File: config.mk
export PLATFORM = sky130hd
export DESIGN_NAME = burst_rd_seq
export DESIGN_NICKNAME = d
export VERILOG_FILES = /design/src/rtl/brs_pkg.sv /design/src/rtl/brs_edge.sv /design/src/rtl/brs_addr.sv /design/src/rtl/brs_store.sv /design/src/rtl/brs_ctl.sv /design/src/rtl/burst_rd_seq.sv
export SDC_FILE = /design/constraint.sdc
export NUM_CORES = 1
export LEC_CHECK = 0
export ABC_AREA = 1
export BUFFER_PORTS_ARGS = -buffer_cell sky130_fd_sc_hd__buf_2
export CORE_MARGIN = 3
export CORE_UTILIZATION = 49
export CTS_CLUSTER_SIZE = 40
export DETAILED_ROUTE_END_ITERATION = 6
export PLACE_DENSITY = 0.76
export SLEW_MARGIN = 20
export SYNTH_ARGS = -nofsm -noshare
export SYNTH_HDL_FRONTEND = slang
export SYNTH_SLANG_ARGS = --single-unit
File: constraint.sdc
create_clock -name clk -period 2.2 [get_ports clk]
set_clock_uncertainty 0.2 [all_clocks]
set_input_delay 0.55 -clock clk [delete_from_list [all_inputs] [get_ports clk]]
set_output_delay 0.55 -clock clk [all_outputs]
set_load 0.05 [all_outputs]
File: src/rtl/brs_pkg.sv
package brs_pkg;

    localparam int LAT_W     = 3;
    localparam int IDX_W     = 3;
    localparam int LEN_SHORT = 4;
    localparam int LEN_LONG  = 8;
    localparam int LAT_MIN   = 2;

    typedef enum logic [1:0] {
        ST_IDLE = 2'd0,
        ST_LAT  = 2'd1,
        ST_DATA = 2'd2
    } st_e;

    typedef enum logic [1:0] {
        PH_FIRST  = 2'd0,
        PH_SECOND = 2'd1,
        PH_GAP    = 2'd2
    } ph_e;

    typedef struct packed {
        logic             hold2;
        logic             early;
        logic             seq;
        logic             len8;
        logic [LAT_W-1:0] lat;
    } cfg_t;

    function automatic logic [LAT_W-1:0] clamp_lat(input logic [LAT_W-1:0] raw);
        return (raw < LAT_W'(LAT_MIN)) ? LAT_W'(LAT_MIN) : raw;
    endfunction

endpackage

File: src/rtl/brs_edge.sv
module brs_edge #(
    parameter int STAGES = 2
) (
    input  logic clk,
    input  logic rst_n,
    input  logic bclk,
    input  logic rise_sel,
    output logic act
);

    logic [STAGES-1:0] sync_q;
    logic [STAGES-1:0] sync_d;
    logic              hist_q;
    logic              level;
    logic              rise;
    logic              fall;

    generate
        if (STAGES == 1) begin : g_single
            always_comb sync_d = bclk;
        end else begin : g_chain
            always_comb sync_d = {sync_q[STAGES-2:0], bclk};
        end
    endgenerate

    always_ff @(posedge clk or negedge rst_n) begin
        if (!rst_n) begin
            sync_q <= '0;
            hist_q <= 1'b0;
        end else begin
            sync_q <= sync_d;
            hist_q <= sync_q[STAGES-1];
        end
    end

    always_comb begin
        level = sync_q[STAGES-1];
        rise  = level & ~hist_q;
        fall  = ~level & hist_q;
        act   = rise_sel ? rise : fall;
    end

endmodule

File: src/rtl/brs_addr.sv
module brs_addr
    import brs_pkg::*;
#(
    parameter int ADDR_W = 6
) (
    input  logic [ADDR_W-1:0] start,
    input  logic [IDX_W-1:0]  idx,
    input  logic              len8,
    input  logic              seq,
    output logic [ADDR_W-1:0] addr
);

    localparam logic [ADDR_W-1:0] MASK_S = ADDR_W'(LEN_SHORT - 1);
    localparam logic [ADDR_W-1:0] MASK_L = ADDR_W'(LEN_LONG - 1);

    logic [ADDR_W-1:0] mask;
    logic [ADDR_W-1:0] step;
    logic [ADDR_W-1:0] moved;

    always_comb begin
        mask  = len8 ? MASK_L : MASK_S;
        step  = ADDR_W'(idx);
        moved = seq ? (start + step) : (start ^ step);
        addr  = (start & ~mask) | (moved & mask);
    end

endmodule

File: src/rtl/brs_store.sv
module brs_store #(
    parameter int ADDR_W = 6,
    parameter int DATA_W = 16
) (
    input  logic [ADDR_W-1:0] rd_addr,
    output logic [DATA_W-1:0] rd_data
);

    localparam int DEPTH = 1 << ADDR_W;

    logic [DATA_W-1:0] cells [DEPTH];

    generate
        for (genvar g = 0; g < DEPTH; g++) begin : g_cell
            localparam logic [7:0] A8 = 8'(g);
            assign cells[g] = DATA_W'({~A8, A8});
        end
    endgenerate

    assign rd_data = cells[rd_addr];

endmodule

File: src/rtl/brs_ctl.sv
module brs_ctl
    import brs_pkg::*;
#(
    parameter int ADDR_W = 6
) (
    input  logic              clk,
    input  logic              rst_n,
    input  logic              chip_en,
    input  logic              req,
    input  logic              act,
    input  cfg_t              cfg_in,
    input  logic [ADDR_W-1:0] start_in,
    output logic              busy,
    output logic              valid,
    output logic              wait_now,
    output logic              wait_next,
    output logic              cur_early,
    output logic              cur_len8,
    output logic              cur_seq,
    output logic [ADDR_W-1:0] cur_start,
    output logic [IDX_W-1:0]  cur_idx
);

    typedef struct packed {
        st_e               st;
        cfg_t              cfg;
        logic [ADDR_W-1:0] start;
        logic [LAT_W-1:0]  cnt;
        logic [IDX_W-1:0]  idx;
        ph_e               ph;
    } ctl_t;

    ctl_t            r_q;
    ctl_t            r_d;
    logic            last_d;
    logic [LAT_W:0]  cnt_inc;
    logic [LAT_W:0]  lat_ext;

    always_comb begin
        r_d     = r_q;
        last_d  = (r_q.idx == (r_q.cfg.len8 ? IDX_W'(LEN_LONG - 1) : IDX_W'(LEN_SHORT - 1)));
        cnt_inc = {1'b0, r_q.cnt} + (LAT_W+1)'(1);
        lat_ext = {1'b0, r_q.cfg.lat};

        unique case (r_q.st)
            ST_IDLE: begin
                if (req) begin
                    r_d.st      = ST_LAT;
                    r_d.cfg     = cfg_in;
                    r_d.cfg.lat = clamp_lat(cfg_in.lat);
                    r_d.start   = start_in;
                    r_d.cnt     = '0;
                    r_d.idx     = '0;
                    r_d.ph      = PH_FIRST;
                end
            end
            ST_LAT: begin
                if (act) begin
                    if (cnt_inc == lat_ext) begin
                        r_d.st  = ST_DATA;
                        r_d.idx = '0;
                        r_d.ph  = PH_FIRST;
                    end else begin
                        r_d.cnt = cnt_inc[LAT_W-1:0];
                    end
                end
            end
            ST_DATA: begin
                if (act) begin
                    unique case (r_q.ph)
                        PH_FIRST: begin
                            if (r_q.cfg.hold2) begin
                                r_d.ph = PH_SECOND;
                            end else if (last_d) begin
                                r_d.st = ST_IDLE;
                            end else begin
                                r_d.idx = r_q.idx + IDX_W'(1);
                            end
                        end
                        PH_SECOND: begin
                            if (last_d) begin
                                r_d.st = ST_IDLE;
                            end else begin
                                r_d.ph = PH_GAP;
                            end
                        end
                        default: begin
                            r_d.ph  = PH_FIRST;
                            r_d.idx = r_q.idx + IDX_W'(1);
                        end
                    endcase
                end
            end
            default: r_d.st = ST_IDLE;
        endcase

        if (!chip_en) begin
            r_d.st = ST_IDLE;
        end
    end

    always_ff @(posedge clk or negedge rst_n) begin
        if (!rst_n) begin
            r_q <= '0;
        end else begin
            r_q <= r_d;
        end
    end

    always_comb begin
        busy      = (r_q.st != ST_IDLE);
        valid     = (r_q.st == ST_DATA) && (r_q.ph != PH_GAP);
        wait_now  = (r_q.st == ST_LAT) || ((r_q.st == ST_DATA) && (r_q.ph == PH_GAP));
        wait_next = ((r_q.st == ST_LAT) && (cnt_inc < lat_ext))
                 || ((r_q.st == ST_DATA) && (r_q.ph == PH_SECOND) && !last_d);
        cur_early = r_q.cfg.early;
        cur_len8  = r_q.cfg.len8;
        cur_seq   = r_q.cfg.seq;
        cur_start = r_q.start;
        cur_idx   = r_q.idx;
    end

endmodule

File: src/rtl/burst_rd_seq.sv
module burst_rd_seq
    import brs_pkg::*;
#(
    parameter int ADDR_W      = 6,
    parameter int DATA_W      = 16,
    parameter int SYNC_STAGES = 2
) (
    input  logic              clk,
    input  logic              rst_n,
    input  logic              chip_en,
    input  logic              req,
    input  logic [ADDR_W-1:0] start_addr,
    input  logic              bclk,
    input  logic              cfg_wait_pol,
    input  logic              cfg_hold2,
    input  logic              cfg_wait_early,
    input  logic              cfg_seq,
    input  logic              cfg_rise,
    input  logic              cfg_len8,
    input  logic [2:0]        cfg_lat,
    output logic              wait_pin,
    output logic [DATA_W-1:0] dout
);

    cfg_t              cfg_in;
    logic              act;
    logic              busy;
    logic              valid;
    logic              wait_now;
    logic              wait_next;
    logic              cur_early;
    logic              cur_len8;
    logic              cur_seq;
    logic [ADDR_W-1:0] cur_start;
    logic [IDX_W-1:0]  cur_idx;
    logic [ADDR_W-1:0] rd_addr;
    logic [DATA_W-1:0] rd_data;
    logic              wait_on;

    always_comb begin
        cfg_in.hold2 = cfg_hold2;
        cfg_in.early = cfg_wait_early;
        cfg_in.seq   = cfg_seq;
        cfg_in.len8  = cfg_len8;
        cfg_in.lat   = LAT_W'(cfg_lat);
    end

    brs_edge #(.STAGES(SYNC_STAGES)) u_edge (
        .clk      (clk),
        .rst_n    (rst_n),
        .bclk     (bclk),
        .rise_sel (cfg_rise),
        .act      (act)
    );

    brs_ctl #(.ADDR_W(ADDR_W)) u_ctl (
        .clk       (clk),
        .rst_n     (rst_n),
        .chip_en   (chip_en),
        .req       (req),
        .act       (act),
        .cfg_in    (cfg_in),
        .start_in  (start_addr),
        .busy      (busy),
        .valid     (valid),
        .wait_now  (wait_now),
        .wait_next (wait_next),
        .cur_early (cur_early),
        .cur_len8  (cur_len8),
        .cur_seq   (cur_seq),
        .cur_start (cur_start),
        .cur_idx   (cur_idx)
    );

    brs_addr #(.ADDR_W(ADDR_W)) u_addr (
        .start (cur_start),
        .idx   (cur_idx),
        .len8  (cur_len8),
        .seq   (cur_seq),
        .addr  (rd_addr)
    );

    brs_store #(.ADDR_W(ADDR_W), .DATA_W(DATA_W)) u_store (
        .rd_addr (rd_addr),
        .rd_data (rd_data)
    );

    always_comb begin
        wait_on  = cur_early ? wait_next : wait_now;
        wait_pin = wait_on ? cfg_wait_pol : ~cfg_wait_pol;
        dout     = valid ? rd_data : '0;
    end

endmodule

== Word-level counts from Yosys, hierarchy flattened ==
Memories as Yosys holds them, arrays and structs flattened.
Cells that the tools add are included.
Cells by class
  $add $sub $neg: 3
  order comparisons: 3
  equality and inequality tests: 23
  muxes and demuxes: 31
  bitwise gates (word level): 11
  reduce and logical (&&, ||, !) cells: 17
Operators with widths (number)
  2-to-1 mux 16 bit: 3
  2-to-1 mux 23 bit: 1
  2-to-1 mux 3 bit: 6
  inequality test 3 bit, second input constant: 6
  2-to-1 mux 2 bit: 8
  one-hot mux 5 bit (3 select lines): 1
  AND 6 bit: 2
  inequality test 2 bit, second input constant: 6
  one-hot mux 3 bit (2 select lines): 2
  2-to-1 mux 5 bit: 2
  2-to-1 mux 8 bit: 1
  inequality test 4 bit, second input constant: 2
  one-hot mux 2 bit (2 select lines): 2
  AND reduction 8 bit: 1
  >= comparator 7 bit, second input constant: 1
  inverter 6 -> 7 bit: 1
  AND reduction 7 bit: 1
  adder 6 x 3 -> 6 bit: 1
  2-to-1 mux 6 bit: 1
  inequality test 3 x 2 -> 1 bit, second input constant: 2
  inverter 6 bit: 1
  bitwise OR 6 bit: 1
  one-hot mux 2 bit (3 select lines): 1
  AND reduction 6 bit: 1
  21 further kinds: 34
Word-level totals
  flip-flop bits (word level): 26
  memory bits (read-only): 1024
  output and inout port bits: 17
  logic and storage cells: 101
  memories kept: 1
Memories
  (name not given): words 64, width 16, rd ports 1, clocked after Yosys merged registers in 0, write ports 0, line brs_store.sv:20  | assign rd_data = cells[rd_addr];

== Logic depth before layout (Yosys ltp) ==
Gate-level depths: netlist (run 1).
  depth in word-level cells: 9
  gate-level depth with buffers: 11

== Cells and area by module ==
A second synthesis (run 1) with hierarchy kept.
Second synthesis, totals
  cell total of the unflattened synthesis: 278
  area, all modules: 1960.6 µm²
By module, submodules not included
  brs_ctl: instances 1, cells an instance 184, area each 1413.9 µm²
  burst_rd_seq: instances 1, cells an instance 45, area each 207.7 µm²
  brs_addr: instances 1, cells an instance 22, area each 133.9 µm²
  brs_store: instances 1, cells an instance 18, area each 105.1 µm²
  brs_edge: instances 1, cells an instance 9, area each 100.1 µm²

== Least setup slack after synthesis (run 1) ==
No wires, ideal clock.
  path kind: reg-to-output
  from: reg u_ctl.r_q, in the netlist u_ctl.cur_idx[0]
  to: out dout[2]
  data arrival time: 1.998 ns
  required time: 1.450 ns
  setup slack: -0.548 ns
  cell stages (with the launch flop): 9
  cell sequence: dfrtp_1 -> ha_1 -> fa_1 -> nand2_1 -> nand2_1 -> nand3_1 -> xor2_1 -> inv_1 -> nor2_1
Between the ends
  longest elaborated chain between the ends: 9
  elaborated cells on any way between the ends: 10
  classes of those cells: add/sub (1); mux (4); bitwise (4); memory (1)
RTL lines
  from (decl): line brs_ctl.sv:33  | ctl_t r_q;
  from (signal assigned): line brs_ctl.sv:106  | r_q <= r_d;
  adder 6 x 3 -> 6 bit or XOR 6 x 3 -> 6 bit (tied branches): line brs_addr.sv:23  | moved = seq ? (start + step) : (start ^ step);
  2-to-1 mux 6 bit *: line brs_addr.sv:23
  AND 6 bit *: line brs_addr.sv:24  | addr = (start & ~mask) | (moved & mask);
  bitwise OR 6 bit *: line brs_addr.sv:24
  inverter 6 -> 7 bit (not written as such) *: line brs_store.sv:20
  memory read (64 x 16 bit) *
  2-to-1 mux 16 bit (not written as such) * (2 in a row): line brs_store.sv:20
  2-to-1 mux 16 bit *: line burst_rd_seq.sv:91  | dout = valid ? rd_data : '0;
  to (decl): line burst_rd_seq.sv:22  | output logic [DATA_W-1:0] dout
Mark *: on every way between the ends. The rest lies on a longest branch, timed or not. The select of a mux whose other input is x is not followed.

== Final worst setup path (run 1) ==
  from: reg u_ctl.r_q, in the netlist u_ctl.cur_idx[0]
  to: out dout[10]
Same word-level chain as after synthesis.

==> impl_metrics.json, run 1 <==
{
  "outcome": "complete, but fails checks",
  "violations": "hold timing, setup timing",
  "dp_hpwl_microns": 2870,
  "clkLatencyLatePin_ns": 0.34,
  "grt_util_all_layers": 0.227,
  "synth_area_leader_cell": "dfrtp_1",
  "synthMostInstantiatedCell": "nand2_1",
  "synth-adder-area-share": 0.0931,
  "diodes": 0,
  "initial_core_util": 0.533,
  "path_class": "reg -> out",
  "synthTopCellsByArea": "dfrtp_1, nand2_1, ha_1",
  "worst_path_most_repeated_cell": "nand2_2",
  "cts-buffers-inserted": 3,
  "worstPathArrival_ns": 2.02,
  "drc": 0,
  "grt_pass1_vias": 1679,
  "fin_hold_ws_ns": -0.0127,
  "globalRouteOverflowTotal": 0,
  "finalInstanceArea_sq_um": 2510,
  "cts_root_buf": "clkbuf_4",
  "fin_cells": 340,
  "synth_commonest_cells": "nand2_1, inv_1, dfrtp_1",
  "firstDrtPassIters": 4,
  "r2r_cells": 8,
  "drt_wl_total_microns": 4350,
  "irDropWorstVdd_mv": 0.750,
  "critPathSlowestCell": "dfrtp_1",
  "area_delta_synth_final_pct": 48.0,
  "layout-drive-gt1-share": 0.385,
  "placedInstanceArea_sq_um": 2150,
  "dieArea_sq_um": 4200,
  "r2r-start": "u_ctl.r_q[6]",
  "die_h_microns": 64.8,
  "wl_per_cell_microns": 12.8,
  "rsz0062_at_grt": "true",
  "synth-seq-area-share": 0.384,
  "yosys_register_bits": 26,
  "powerDensity_nw_per_um2": 1260,
  "hold_buffers": 0,
  "io_pins": 37,
  "drtIter0Drc": 119,
  "max_slew_margin": 0.611,
  "grt_max_degree": 27,
  "synth_cells": 237,
  "worstPathRequired_ns": 1.45,
  "antenna_left": 0,
  "cpPeakStageDelay_ns": 0.41,
  "place.gp.congestion": 0.878,
  "drv_cap": 0,
  "synth-edff-count": 0,
  "synth_top_area_share": 0.384,
  "crit_fanout": 2,
  "placedCellCount": 326,
  "hold_class": "in -> async",
  "synth_mux_area_frac": 0,
  "leakage_nw": 1.32,
  "period_share": 1.26,
  "antenna_found_initial": 0,
  "numPortBuffers": 34,
  "synth-simple-area-share": 0.335,
  "worst_pin_slew_ns": 0.583,
  "ys_types": 25,
  "coreArea_sq_um": 3180,
  "htreeDepth": 1,
  "slew_viol_final": 0,
  "syn_area_sq_um": 1690,
  "preCtsSetupSlack_ns": -0.316,
  "finish.utilization": 0.789,
  "fp-row-count": 20,
  "syn_avg_cell_area_sq_um": 7.15,
  "cts.sinks": 26,
  "die_x_microns": 64.8,
  "fmax_mhz": 361,
  "grt_pass1_wl_microns": 7530,
  "rrSetupSlack_ns": 0.11,
  "setup_viol": 15,
  "yosys_warnings": 0,
  "cts.reportedPaths.clkPinSlew_ns": 0.14,
  "critPathCaptureType": "primary output",
  "cts_tree": "built",
  "synth_xor_area_frac": 0.0103,
  "synth_top_family_by_area": "simple AND/OR/NAND/NOR gates",
  "period_needed_ns": 2.77,
  "synth-async-reset-ratio": 1.00,
  "hold_violations": 26,
  "cp_cell_sequence": "ha_2, fa_2, nand2_2, nand2_2, nand3_2, xor2_2, buf_4, nor2_4, buf_8",
  "startpoint_type": "register",
  "synth_top_flop_cell": "dfrtp_1",
  "clk_path_buf_depth": 2,
  "via_count": 1704,
  "synth_compound_area_frac": 0.0657,
  "viasPerCell": 5.01,
  "final_nets": 329,
  "r2r_end": "u_ctl.cur_idx[1]",
  "fin_ws_ns": -0.569
}
[logic make-up (layout without fill, tap and decap cells)]
| logic type | Yosys count | count (layout) |
|---|---|---|
| compound gates | 20 | 20 |
| xor+xnor | 2 | 2 |
| fa+ha+maj | 12 | 12 |
| buf+inv | 45 | 103 |
| flops | 26 | 26 |
| other cells | 1 | 2 |
| simple gates | 131 | 131 |
[critical path: cells and delay by family, from the launching register on]
kind                       cells  cell delay [ns]
and+or+nand+nor                4             0.24
DFF                            1             0.41
buffers and inverters          2             0.30
xor gates and xnor gates       1             0.19
adders and majority gates      2             0.55
[final cells by class]
| cell class | count | area, sq um |
|---|---|---|
| clock buffer | 3 | 22.5 |
| clock inverter | 1 | 30.0 |
| fill | 222 | 671 |
| sequential | 26 | 651 |
| timing repair buffer | 59 | 502 |
| tap | 44 | 55.1 |
| multi-input combinational | 167 | 1070 |
| inverter | 39 | 161 |
| timing repair inverter | 1 | 16.3 |
[through the flow]
step | hold WS [ns] | total power, mW | TNS, ns
global placement | 0.136 | 2.30 | -1.08
CTS | 0.00478 | 3.00 | -4.09
global route | 0.00269 | 3.39 | -5.56
detailed placement | 0.143 | 2.33 | -1.46
floorplan | 0.0544 | 1.96 | -0.576
finish | -0.0127 | 3.15 | -4.29
[report_power, final]
part | switching (mW) | total, mW | internal, mW
Clock | 0.154 | 0.338 | 0.185
Combinational | 1.22 | 2.03 | 0.815
Sequential | 0.148 | 0.779 | 0.631
[placed cells by master, fill, tap and decap left out, types with 2 or more instances in the layout]
cell | Yosys | final
ha_1 | 11 | 7
ha_4 | 0 | 3
nor2_4 | 0 | 12
dfrtp_1 | 26 | 26
nor2_1 | 22 | 10
nand2_2 | 2 | 8
buf_6 | 0 | 9
o21ai_0 | 14 | 12
nand3_1 | 20 | 16
xor2_2 | 0 | 2
buf_8 | 0 | 8
nor3_1 | 2 | 2
inv_1 | 34 | 31
buf_2 | 2 | 19
clkbuf_4 | 0 | 3
buf_4 | 4 | 22
inv_2 | 5 | 6
nand2_1 | 73 | 66
nand4_1 | 2 | 2
conb_1 | 1 | 2
nor2_2 | 5 | 5
nand3_2 | 3 | 7
a21oi_1 | 2 | 2
inv_12 | 0 | 2
[what timing repair did]
action,in CTS,in global routing
pin swaps,15,8
setup endpoints to repair,15,16
cloned,1,0
buffers inserted,7,2
resized for setup,47,16
[routing by layer]
layer  vias up  global-route usage  share of wire
met5         -                   0              0
met4         0              0.0660          0.018
met3         8              0.0416          0.047
met2        53               0.377           0.49
met1       791               0.300           0.44
li1        852                   -              -
[worst max-delay path by stage]
stage,to,slack [ns],from,cells past startpoint
final,dout[10],-0.57,u_ctl.cur_idx[0],9
after global routing,dout[10],-0.66,u_ctl.cur_start[0],9
after CTS,dout[10],-0.55,u_ctl.cur_idx[0],8
after detailed placement,dout[2],-0.32,u_ctl.cur_start[0],9
after global placement,dout[2],-0.28,u_ctl.cur_start[0],9
after floorplan,dout[2],-0.21,u_ctl.cur_idx[0],8
[registers in the layout, summed over array words and instances (netlist names)]
name,flops
u_ctl.r_q,8
u_edge.hist_q,1
u_ctl.cur_seq,1
u_ctl.cur_idx,3
u_edge.sync_q,2
u_ctl.cur_len8,1
u_ctl.cur_early,1
u_ctl.cur_start,6
u_ctl.lat_ext,3
Power figures use the tool's default switching activity.
==> run 2: changes to the inputs <==
--- a/config.mk
+++ b/config.mk
@@ -8,10 +8,10 @@
 export ABC_AREA = 1
 export BUFFER_PORTS_ARGS = -buffer_cell sky130_fd_sc_hd__buf_2
 export CORE_MARGIN = 3
-export CORE_UTILIZATION = 49
+export CORE_UTILIZATION = 54
 export CTS_CLUSTER_SIZE = 40
 export DETAILED_ROUTE_END_ITERATION = 6
-export PLACE_DENSITY = 0.76
+export PLACE_DENSITY = 0.79
 export SLEW_MARGIN = 20
 export SYNTH_ARGS = -nofsm -noshare
 export SYNTH_HDL_FRONTEND = slang
==> constraint.sdc (replaced) <==
create_clock -name clk -period 2.8 [get_ports clk]
set_clock_uncertainty 0.2 [all_clocks]
set_input_delay 0.7 -clock clk [delete_from_list [all_inputs] [get_ports clk]]
set_output_delay 0.7 -clock clk [all_outputs]
set_load 0.05 [all_outputs]
==> run 2 against run 1 <==
  * The flow finishes with violations (setup timing)
  * Global-route usage fell by 2.2 points
  * Count of clock-buffer cells in the layout did not move
  * Via count shrank 6.9%
  * Combinational power is 40% lower
  * Utilization fell by 4.1 points
  * Worst hold slack improved by 0.15 ns
  * Setup slack gained 0.50 ns
  * Die area decreased by 8.4%
  * Total power shrank 34%
  * Largest power group unchanged
==> impl_metrics.json, run 2 (same netlist as run 1, synthesis figures left out) <==
{
  "cts-buffers-inserted": 3,
  "slew_viol_final": 0,
  "rsz0062_at_grt": "true",
  "critPathCaptureType": "primary output",
  "htreeDepth": 1,
  "viasPerCell": 4.96,
  "crit_fanout": 2,
  "dp_hpwl_microns": 2680,
  "cts.sinks": 26,
  "die_x_microns": 62.0,
  "final_cell_mix": "nand2_1, inv_1, dfrtp_1",
  "cpPeakStageDelay_ns": 0.44,
  "hold_class": "in -> async",
  "finalInstanceArea_sq_um": 2150,
  "area_delta_synth_final_pct": 27.0,
  "outcome": "complete, but fails checks",
  "via_count": 1586,
  "dieArea_sq_um": 3850,
  "place.gp.congestion": 0.921,
  "seq_area_sq_um": 651,
  "firstDrtPassIters": 4,
  "max_slew_margin": 0.623,
  "critPathSlowestCell": "dfrtp_1",
  "drc": 0,
  "drt_wl_total_microns": 3840,
  "cts_root_buf": "clkbuf_4",
  "initial_core_util": 0.589,
  "die_h_microns": 62.0,
  "startpoint_type": "register",
  "fmax_mhz": 348,
  "leakage_nw": 1.20,
  "coreArea_sq_um": 2880,
  "final_common_cell": "nand2_1",
  "cts.reportedPaths.clkPinSlew_ns": 0.14,
  "diodes": 0,
  "grt_util_all_layers": 0.205,
  "r2r_cells": 9,
  "worstPathRequired_ns": 1.90,
  "setup_viol": 3,
  "cts_tree": "built",
  "multi_input_area_sq_um": 968,
  "grt_pass1_wl_microns": 5900,
  "critPathTopFamily": "adder cells",
  "worstPathArrival_ns": 1.97,
  "drtIter0Drc": 95,
  "io_pins": 37,
  "clkLatencyLatePin_ns": 0.33,
  "placedInstanceArea_sq_um": 1890,
  "top_register": "u_ctl.r_q",
  "antenna_left": 0,
  "violations": "setup timing",
  "numPortBuffers": 34,
  "powerDensity_nw_per_um2": 967,
  "crit_cells": 11,
  "preCtsSetupSlack_ns": 0.112,
  "grt_pass1_vias": 1388,
  "drv_cap": 0,
  "clk_path_buf_depth": 2,
  "largest_register_ffs": 8,
  "wl_per_cell_microns": 12.0,
  "final_nets": 311,
  "layout-drive-gt1-share": 0.291,
  "path_class": "reg -> out",
  "crit_buf_inv": 1,
  "hold_violations": 0,
  "period_share": 1.03,
  "grt_max_degree": 27,
  "antenna_found_initial": 0,
  "fin_ws_ns": -0.0704,
  "period_needed_ns": 2.87,
  "irDropWorstVdd_mv": 0.589,
  "cp_cell_sequence": "ha_4, ha_4, nand2_2, nand2_2, nand3_2, nand2_2, nand3_2, nand2_1, nand2_1, nand2_1, buf_6",
  "fp-row-count": 19,
  "globalRouteOverflowTotal": 0,
  "fillers": 225,
  "worst_pin_slew_ns": 0.565
}
run 2: cell types whose count changed in the layout (fill, tap and decap cells not counted), moves of 3 or more:
cell,change
buf_8,-8
buf_4,-11
nor2_4,-12
buf_6,-4
nand2_1,+3
clkbuf_4,+5
nor2_1,+10
run 2: per-layer routing:
metal  up-vias  global-route usage  routed length (microns)
met3         5              0.0517                      244
met4         0              0.0364                       22
met5         -                   0                        0
met2        48               0.325                     1840
li1        811                   -                        -
met1       722               0.286                     1730
run 2: worst register-to-register path, stage by stage, from the launching register on:
cell and delay (ns):
dfrtp_1 0.44, ha_4 0.20, xor2_4 0.19, ha_4 0.28
nand3_1 0.09, nand2_1 0.16, nand3_2 0.14, nor2_2 0.19
nand2_1 0.07, nand2_1 0.08
run 2: power by group:
part           switching (mW)  total, mW  internal, mW
clock network           0.114      0.259         0.145
logic                   0.787       1.22         0.432
registers               0.107      0.603         0.496
run 2: metrics by stage:
step	power (mW)	hold WS (ns)	util	setup TNS, ns	instances
4_1_cts	1.92	0.155	0.699	-0.217	317
3_5_place_dp	1.59	0.148	0.658	0	309
6_report	2.08	0.132	0.748	-0.159	320
2_1_floorplan	1.38	0.131	-	0	238
5_1_grt	2.25	0.165	0.748	-0.578	320
3_3_place_gp	1.56	0.132	0.658	0	309
run 2: path summary, 6_finish.rpt:
path | from | to | slack, ns
worst max-delay path | u_ctl.r_q[5] | wait_pin | -0.07
worst min-delay path | rst_n | u_ctl.r_q[22] | 0.13
worst max register to register | u_ctl.r_q[5] | u_ctl.cur_idx[0] | 0.72
worst min register to register | u_edge.sync_q[0] | u_edge.sync_q[1] | 0.18
max in group asynchronous | rst_n | u_ctl.cur_seq | 1.88
min in group clk | u_edge.sync_q[0] | u_edge.sync_q[1] | 0.18
run 2: what timing repair did:
item	in CTS	in global routing
resized for setup	12	30
endpoints found under the hold margin	0	0
endpoints found under the setup margin	5	13
pin swaps	7	10
hold buffers	0	0
buffers inserted	4	3
run 2: final cells by class:
cell class / count / share of cell area
multi-input combinational: 167 / 0.450
sequential: 26 / 0.302
timing repair buffer: 42 / 0.131
inverter: 39 / 0.0680
tap: 42 / 0.0244
clock inverter: 1 / 0.0140
clock buffer: 3 / 0.0105
